===== src/rtl/mpr_pkg.sv =====
// Package: shared encodings for the switchable pipeline register.
// Assumes a 2-bit operation code sampled on the rising clock edge.
package mpr_pkg;

    typedef enum logic [1:0] {
        OP_CHAIN = 2'd0,   // all four registers form one chain
        OP_LOW   = 2'd1,   // only the lower pair advances
        OP_HIGH  = 2'd2,   // only the upper pair advances
        OP_HOLD  = 2'd3    // nothing moves
    } op_e;

    // Per-edge control produced by the decoder
    typedef struct packed {
        logic adv_hi;      // upper pair advances this edge
        logic adv_lo;      // lower pair advances this edge
        logic lo_from_hi;  // lower pair head takes the upper tail, else din
    } step_ctl_t;

endpackage


===== src/rtl/mpr_decode.sv =====
// Module: mpr_decode
// Turns the operation code into per-pair advance enables and the
// source choice for the head of the lower pair. Purely combinational;
// assumes op is stable around the sampling edge.
module mpr_decode
    import mpr_pkg::*;
(
    input  logic [1:0] op,
    output step_ctl_t  ctl
);

    // Decode the operation code into advance controls
    always_comb begin
        ctl = '0;
        case (op_e'(op))
            OP_CHAIN: begin
                ctl.adv_hi     = 1'b1;
                ctl.adv_lo     = 1'b1;
                ctl.lo_from_hi = 1'b1;
            end
            OP_LOW:  ctl.adv_lo = 1'b1;
            OP_HIGH: ctl.adv_hi = 1'b1;
            default: ctl = '0;
        endcase
    end

endmodule


===== src/rtl/mpr_row.sv =====
// Module: mpr_row
// One shift row of DEPTH registers, WIDTH bits each. When adv is high,
// head enters level 0 and every level moves one step deeper. When adv
// is low, the row keeps its contents. The reset is synchronous and
// active-low.
module mpr_row #(
    parameter int WIDTH = 8,
    parameter int DEPTH = 2
) (
    input  logic                         clk,
    input  logic                         rst_n,
    input  logic                         adv,
    input  logic [WIDTH-1:0]             head,
    output logic [DEPTH-1:0][WIDTH-1:0]  q
);

    // Clear, shift or keep the row on each rising edge
    always_ff @(posedge clk) begin
        if (!rst_n) begin
            q <= '0;
        end else if (adv) begin
            q[0] <= head;
            for (int k = 1; k < DEPTH; k++) begin
                q[k] <= q[k-1];
            end
        end
    end

endmodule


===== src/rtl/mpr_out_sel.sv =====
// Module: mpr_out_sel
// Read multiplexer over the flattened register bank. The bank is
// indexed with the upper pair first, from level 1 down to the deepest
// lower level. A select code of value c reads bank entry REGS-1-c.
// Codes with no matching entry read zero. While the output is
// disabled, the data reads zero and the drive flag is low.
module mpr_out_sel #(
    parameter int WIDTH = 8,
    parameter int REGS  = 4,
    parameter int SELW  = 2
) (
    input  logic [REGS-1:0][WIDTH-1:0] bank,
    input  logic [SELW-1:0]            sel,
    input  logic                       oe_n,
    output logic [WIDTH-1:0]           y,
    output logic                       y_en
);

    // Pick the addressed entry and apply the output enable
    always_comb begin
        y    = '0;
        y_en = ~oe_n;
        if (!oe_n) begin
            for (int k = 0; k < REGS; k++) begin
                if (int'(sel) == REGS - 1 - k) begin
                    y = bank[k];
                end
            end
        end
    end

endmodule


===== src/rtl/multilevel_pipe_reg.sv =====
// Module: multilevel_pipe_reg (top)
// Two rows of LEVELS registers: the upper pair (hi) and the lower pair
// (lo). Each edge either chains them into one pipeline, advances one
// row alone, or holds both. Any register can be read through sel.
// Assumes a single clock and synchronous active-low reset.
module multilevel_pipe_reg
    import mpr_pkg::*;
#(
    parameter int WIDTH  = 8,
    parameter int LEVELS = 2,
    localparam int REGS  = 2 * LEVELS,
    localparam int SELW  = $clog2(REGS)
) (
    input  logic             clk,
    input  logic             rst_n,
    input  logic [1:0]       op,
    input  logic [WIDTH-1:0] din,
    input  logic [SELW-1:0]  sel,
    input  logic             oe_n,
    output logic [WIDTH-1:0] y,
    output logic             y_en
);

    step_ctl_t                       ctl;
    logic [LEVELS-1:0][WIDTH-1:0]    hi_q;
    logic [LEVELS-1:0][WIDTH-1:0]    lo_q;
    logic [WIDTH-1:0]                lo_head;
    logic [REGS-1:0][WIDTH-1:0]      bank;

    mpr_decode u_decode (
        .op  (op),
        .ctl (ctl)
    );

    // Lower pair head: upper tail in chain mode, else the input word
    always_comb begin
        lo_head = ctl.lo_from_hi ? hi_q[LEVELS-1] : din;
    end

    mpr_row #(.WIDTH(WIDTH), .DEPTH(LEVELS)) u_row_hi (
        .clk   (clk),
        .rst_n (rst_n),
        .adv   (ctl.adv_hi),
        .head  (din),
        .q     (hi_q)
    );

    mpr_row #(.WIDTH(WIDTH), .DEPTH(LEVELS)) u_row_lo (
        .clk   (clk),
        .rst_n (rst_n),
        .adv   (ctl.adv_lo),
        .head  (lo_head),
        .q     (lo_q)
    );

    // Flatten both rows into one bank, upper row first
    for (genvar g = 0; g < LEVELS; g++) begin : g_bank
        assign bank[g]          = hi_q[g];
        assign bank[LEVELS + g] = lo_q[g];
    end

    mpr_out_sel #(.WIDTH(WIDTH), .REGS(REGS), .SELW(SELW)) u_out (
        .bank (bank),
        .sel  (sel),
        .oe_n (oe_n),
        .y    (y),
        .y_en (y_en)
    );

endmodule


===== config.mk =====
export PLATFORM = sky130hd
export DESIGN_NAME = multilevel_pipe_reg
export DESIGN_NICKNAME = d
export VERILOG_FILES = /design/src/rtl/mpr_pkg.sv /design/src/rtl/mpr_decode.sv /design/src/rtl/mpr_row.sv /design/src/rtl/mpr_out_sel.sv /design/src/rtl/multilevel_pipe_reg.sv
export SDC_FILE = /design/constraint.sdc
export NUM_CORES = 1
export LEC_CHECK = 0
export BUFFER_PORTS_ARGS = -buffer_cell sky130_fd_sc_hd__buf_2
export CORE_MARGIN = 8
export CORE_UTILIZATION = 50
export DETAILED_ROUTE_END_ITERATION = 10
export PLACE_DENSITY = 0.74
export SETUP_SLACK_MARGIN = 0.5
export SLEW_MARGIN = 30
export SYNTH_ARGS = -nofsm -noshare
export SYNTH_HDL_FRONTEND = slang
export SYNTH_SLANG_ARGS = --single-unit

===== constraint.sdc =====
create_clock -name clk -period 0.9 [get_ports clk]
set_input_delay 0.135 -clock clk [delete_from_list [all_inputs] [get_ports clk]]
set_output_delay 0.135 -clock clk [all_outputs]
set_load 0.05 [all_outputs]

### Word-level counts from Yosys, hierarchy flattened

Cells that the tools add are included.

* reductions and logical operators: 4
* div/mod/pow operators: 0
* bitwise gates (word level): 1
* eq/ne operators: 5
* magnitude comparators: 0
* multiplexer cells: 9
* multiply operators: 0
* add/subtract/negate cells: 0
* shifts and indexed selects: 0

Operators with widths (number)
* 8-bit 2-to-1 mux: 6
* 2-bit == test (second input constant): 3
* 2-bit by 1-bit == test with 1-bit output (second input constant): 2
* 2-bit logical NOT: 2
* 2-bit OR reduction: 2
* 1-bit 2-to-1 mux: 3
* 1-bit NOT: 1

* memory bits (read-only): 0
* memories: 0
* latch bits: 0
* register bits: 32
* bits in writable memories: 0
* output and inout bits: 9
* word-level logic and storage cells: 23
* bits of input ports: 15

### Logic depth before layout (Yosys ltp)

* depth in word-level cells: 6
* mapped depth: 4
* mapped depth without buffers: 2

### Modules after synthesis

From an unflattened synthesis, not the netlist that was laid out.

* cells, all modules: 145
* area total of the unflattened synthesis: 1640.3 sq um

By module, submodules not included
* mpr_row: sequential area each 320.3 sq um, times used 2, area an instance 615.6 sq um, cells an instance 51
* mpr_out_sel: sequential area each 0.0 sq um, times used 1, area an instance 266.5 sq um, cells an instance 31
* multilevel_pipe_reg: sequential area each 0.0 sq um, times used 1, area an instance 131.4 sq um, cells an instance 9
* mpr_decode: sequential area each 0.0 sq um, times used 1, area an instance 11.3 sq um, cells an instance 3

### Worst setup path after synthesis

No wires, ideal clock.

* path kind: in2out
* start: input port sel[0]
* end: output port y[0]
* data required time: 0.765 ns
* buffers on the path: 2
* arrival time: 1.378 ns
* stages on the path: 4
* setup slack: -0.613 ns
* cells stage by stage: buf_4 -> buf_4 -> mux2i_1 -> o22ai_1

* word-level cells in the longest chain between the ends: 6
* elaborated cells between the ends (all ways): 9
* classes of those cells: eq/ne (3); mux (5); reduce/logical (1)

Ends and longest elaborated chain
* from (decl): RTL line multilevel_pipe_reg.sv:18 `input logic [SELW-1:0] sel,`
* 2-bit by 1-bit == test with 1-bit output: RTL line mpr_out_sel.sv:25 `if (int'(sel) == REGS - 1 - k) begin`
* 8-bit 2-to-1 mux (3 in series): RTL line mpr_out_sel.sv:25
* 8-bit 2-to-1 mux (*): RTL line mpr_out_sel.sv:25
* 8-bit 2-to-1 mux (*): RTL line mpr_out_sel.sv:23 `if (!oe_n) begin`
* to (decl): RTL line multilevel_pipe_reg.sv:20 `output logic [WIDTH-1:0] y,`

Mark *: on every way between the ends. The rest lies on a longest branch, timed or not.

### Worst setup path after layout

* start: register u_row_lo.q[2] (netlist bit)
* end: output port y[2]

* word-level cells in the longest chain between the ends: 3

Ends and longest elaborated chain
* from (decl): RTL line mpr_row.sv:14 `output logic [DEPTH-1:0][WIDTH-1:0] q`
* from (signal, indexed assignment): RTL line mpr_row.sv:24 `q[k] <= q[k-1];`
* 8-bit 2-to-1 mux (2 in series): RTL line mpr_out_sel.sv:25
* 8-bit 2-to-1 mux: RTL line mpr_out_sel.sv:23

No other way between the ends.

==> impl_metrics.tcl <==
set metrics [dict create \
    multi_input_area_um2 1160 \
    path_cells "mux2i_2, o22ai_4, buf_6" \
    place_congestion 0.718 \
    critPathCaptureType "primary output" \
    cts_root_buf "clkbuf_4" \
    ys_ff_latch 32 \
    synthesis.area_um2 1580 \
    worst_slack_ps -400 \
    via_count 1240 \
    htreeDepth 2 \
    fmax_ghz 0.769 \
    die-area_um2 5200 \
    skew_ps 3.71 \
    cp.depth 3 \
    wirelength_um 4260 \
    start_util_pct 52.0 \
    syn_inst 143 \
    slowest_stage "dfxtp_2" \
    drv_cap 0 \
    whs_path_depth 3 \
    fin_area_um2 2540 \
    grt_pass1_vias 1331 \
    max-vdd-ir-drop_mv 1.06 \
    grt_antenna_before_repair 0 \
    grt_start_max_net_pins 25 \
    p_seq_share_pct 47.1 \
    syn_nets 158 \
    cellLeakagePower_nw 1.06 \
    fin_crit_sh_pct 144 \
    clk-insertion-delay-late_ps 330 \
    critical_path_buf_inv_count 1 \
    p_int_mw 2.40 \
    cts_sinks 32 \
    rows 20 \
    fillers 152 \
    powerDensity_nw_per_um2 1310 \
    status "complete, but fails checks" \
    ys_top_cells_by_area "dfxtp_1 (41%), mux2i_1 (25%), nor2b_1 (9.5%)" \
    cp_data_required_time_ps 760 \
    r2r.worst_path.cells 4 \
    ys_warn_count 0 \
    wl_per_cell_um 18.0 \
    regArea_um2 696 \
    cts_hold_buffers 0 \
    drc 0 \
    numPortBuffers 23 \
    drt_iter0_drc 66 \
    hold_end "u_row_hi.q[0]" \
    critPathTopFamily "flip-flops" \
    drtPass1Iterations 2 \
    r2r_slack_ps -220 \
    grt_pass1_wl_um 6160 \
    r2r_end "u_row_lo.q[0]" \
    crit_fanout 2 \
    p_switching_mw 0.934 \
    comb_power_share_pct 25.2 \
    cts_tree "built" \
    placed_cell_area_um2 2020 \
    hp-class "input pin to flip-flop" \
    critical_path_class "flip-flop to primary output" \
    cp.arrival_ps 1170 \
    final_nets 208 \
    grt_remaining_overflow 0 \
    area_delta_synth_final_pct 61.5 \
    hold_viol 0 \
    cts_buffers 5 \
    violations "negative setup slack" \
    slew-limit-headroom_pct 82.3 \
    via_per_inst 5.23 \
    ys_types 16 \
    netlist.area_leader.share_pct 40.7 \
    ys_seq_area_share_pct 40.7 \
    clockPowerShare_pct 27.6 \
    p_total_mw 3.34 \
    rr_startpoint "u_row_hi.q[8]" \
    clockBufferDepth 2 \
    core_area_um2 3030 \
    tightest_slew_ps 260 \
    min_from "din[0]" \
    startpoint_type "flip-flop" \
    syn_area_per_cell_um2 11.0 \
    layout_min_cycle_time_ps 1300 \
    rsz0062_at_grt "yes" \
    yosysTopAreaCell "dfxtp_1" \
    antenna_cells 0 \
    ios 24 \
    detail-route-antenna-nets 0 \
    dp_hpwl_um 2360 \
    grtUsageTotal_pct 14.8 \
    slowest_delay_ps 340 \
    die_width_um 72.1 \
    path_clk_slew_ps 100 \
    switching_share_pct 28.0 \
    drv_slew 0 \
    drive_gt1_share_pct 68.9 \
    setup_viol 15 \
    die_h_um 72.1 \
]
synthesized netlist by cell type:
cell type  count
mux2i_1       40
dfxtp_1       32
nor2b_1       24
nand2b_1       9
o211a_1        8
o22ai_1        8
mux2_2         4
mux2_4         4
buf_4          3
clkbuf_1       3
buf_1          2
buf_2          2
buf_12         1
buf_6          1
inv_1          1
or2_2          1
how the worst max path moves through the flow:
stage	from	endpoint
final	u_row_lo.q[2]	y[2]
after global routing	u_row_lo.q[2]	y[2]
after CTS	u_row_lo.q[9]	y[1]
after detailed placement	sel[0]	y[6]
after global placement	sel[0]	y[2]
after floorplan	sel[0]	y[1]
registers in the layout (all words and copies together) (netlist names):
signal / count
u_row_hi.q: 16
u_row_lo.q: 16
routing by layer:
layer | track usage [%] | vias to the layer above | wire [µm]
li1 | - | 609 | -
met1 | 16.7 | 602 | 1820
met2 | 26.6 | 20 | 2220
met3 | 3.72 | 9 | 121
met4 | 4.08 | 0 | 90
met5 | 0 | - | 0
tightest hold or removal path: cells and delay by family:
family                 cells  cell delay (ps)
and+or+nand+nor            1              100
muxes                      1               60
buffers and inverters      1               90
what timing repair did:
item,in CTS,in global routing
setup buffers,7,4
endpoints found under the setup margin,41,41
pin swaps,7,7
gates resized for setup,87,22
logic make-up after synthesis:
kind of cell	synth area share, %
flip-flops	40.7
multiplexers	32.1
buffers and inverters	5.48
AO/OA/AOI/OAI	8.26
AND/OR/NAND/NOR	13.5
cell usage in the layout, fill, tap and decap left out, types with 6 or more instances in the layout:
| cell type | Yosys | final |
|---|---|---|
| buf_6 | 1 | 26 |
| dfxtp_2 | 0 | 26 |
| nor2b_1 | 24 | 24 |
| mux2i_1 | 40 | 22 |
| mux2i_4 | 0 | 13 |
| buf_2 | 2 | 13 |
| buf_4 | 3 | 9 |
| o22ai_4 | 0 | 8 |
| o211a_1 | 8 | 8 |
| nand2b_1 | 9 | 6 |
| dfxtp_4 | 0 | 6 |
power groups by stage:
stage          Clock, mW  Combinational, mW  Sequential [mW]
3_3_place_gp           0              0.614             1.56
2_1_floorplan          0              0.484             1.56
4_1_cts            0.934              0.765             1.57
5_1_grt            0.988              0.887             1.58
6_report           0.922              0.843             1.57
3_5_place_dp           0              0.632             1.57
through the flow:
stage / util, % / instances / setup TNS (ps) / worst slack (ps) / hold WS [ps]
finish: 84.0 / 237 / -3330 / -400 / 87.1
detailed placement: 66.6 / 219 / -3550 / -333 / 422
floorplan: - / 143 / -1310 / -154 / 263
CTS: 79.5 / 233 / -3180 / -375 / 78.2
global route: 84.0 / 237 / -3850 / -430 / 98.2
global placement: 66.6 / 219 / -3310 / -304 / 401
layout make-up:
type | count | share of cell area, %
Tap cell | 44 | 2.16
Sequential cell | 32 | 27.3
Clock buffer | 7 | 2.56
Inverter | 1 | 0.295
Multi-Input combinational cell | 98 | 45.8
Timing Repair Buffer | 55 | 21.8
No activity file was read; power rests on OpenSTA's default activity.
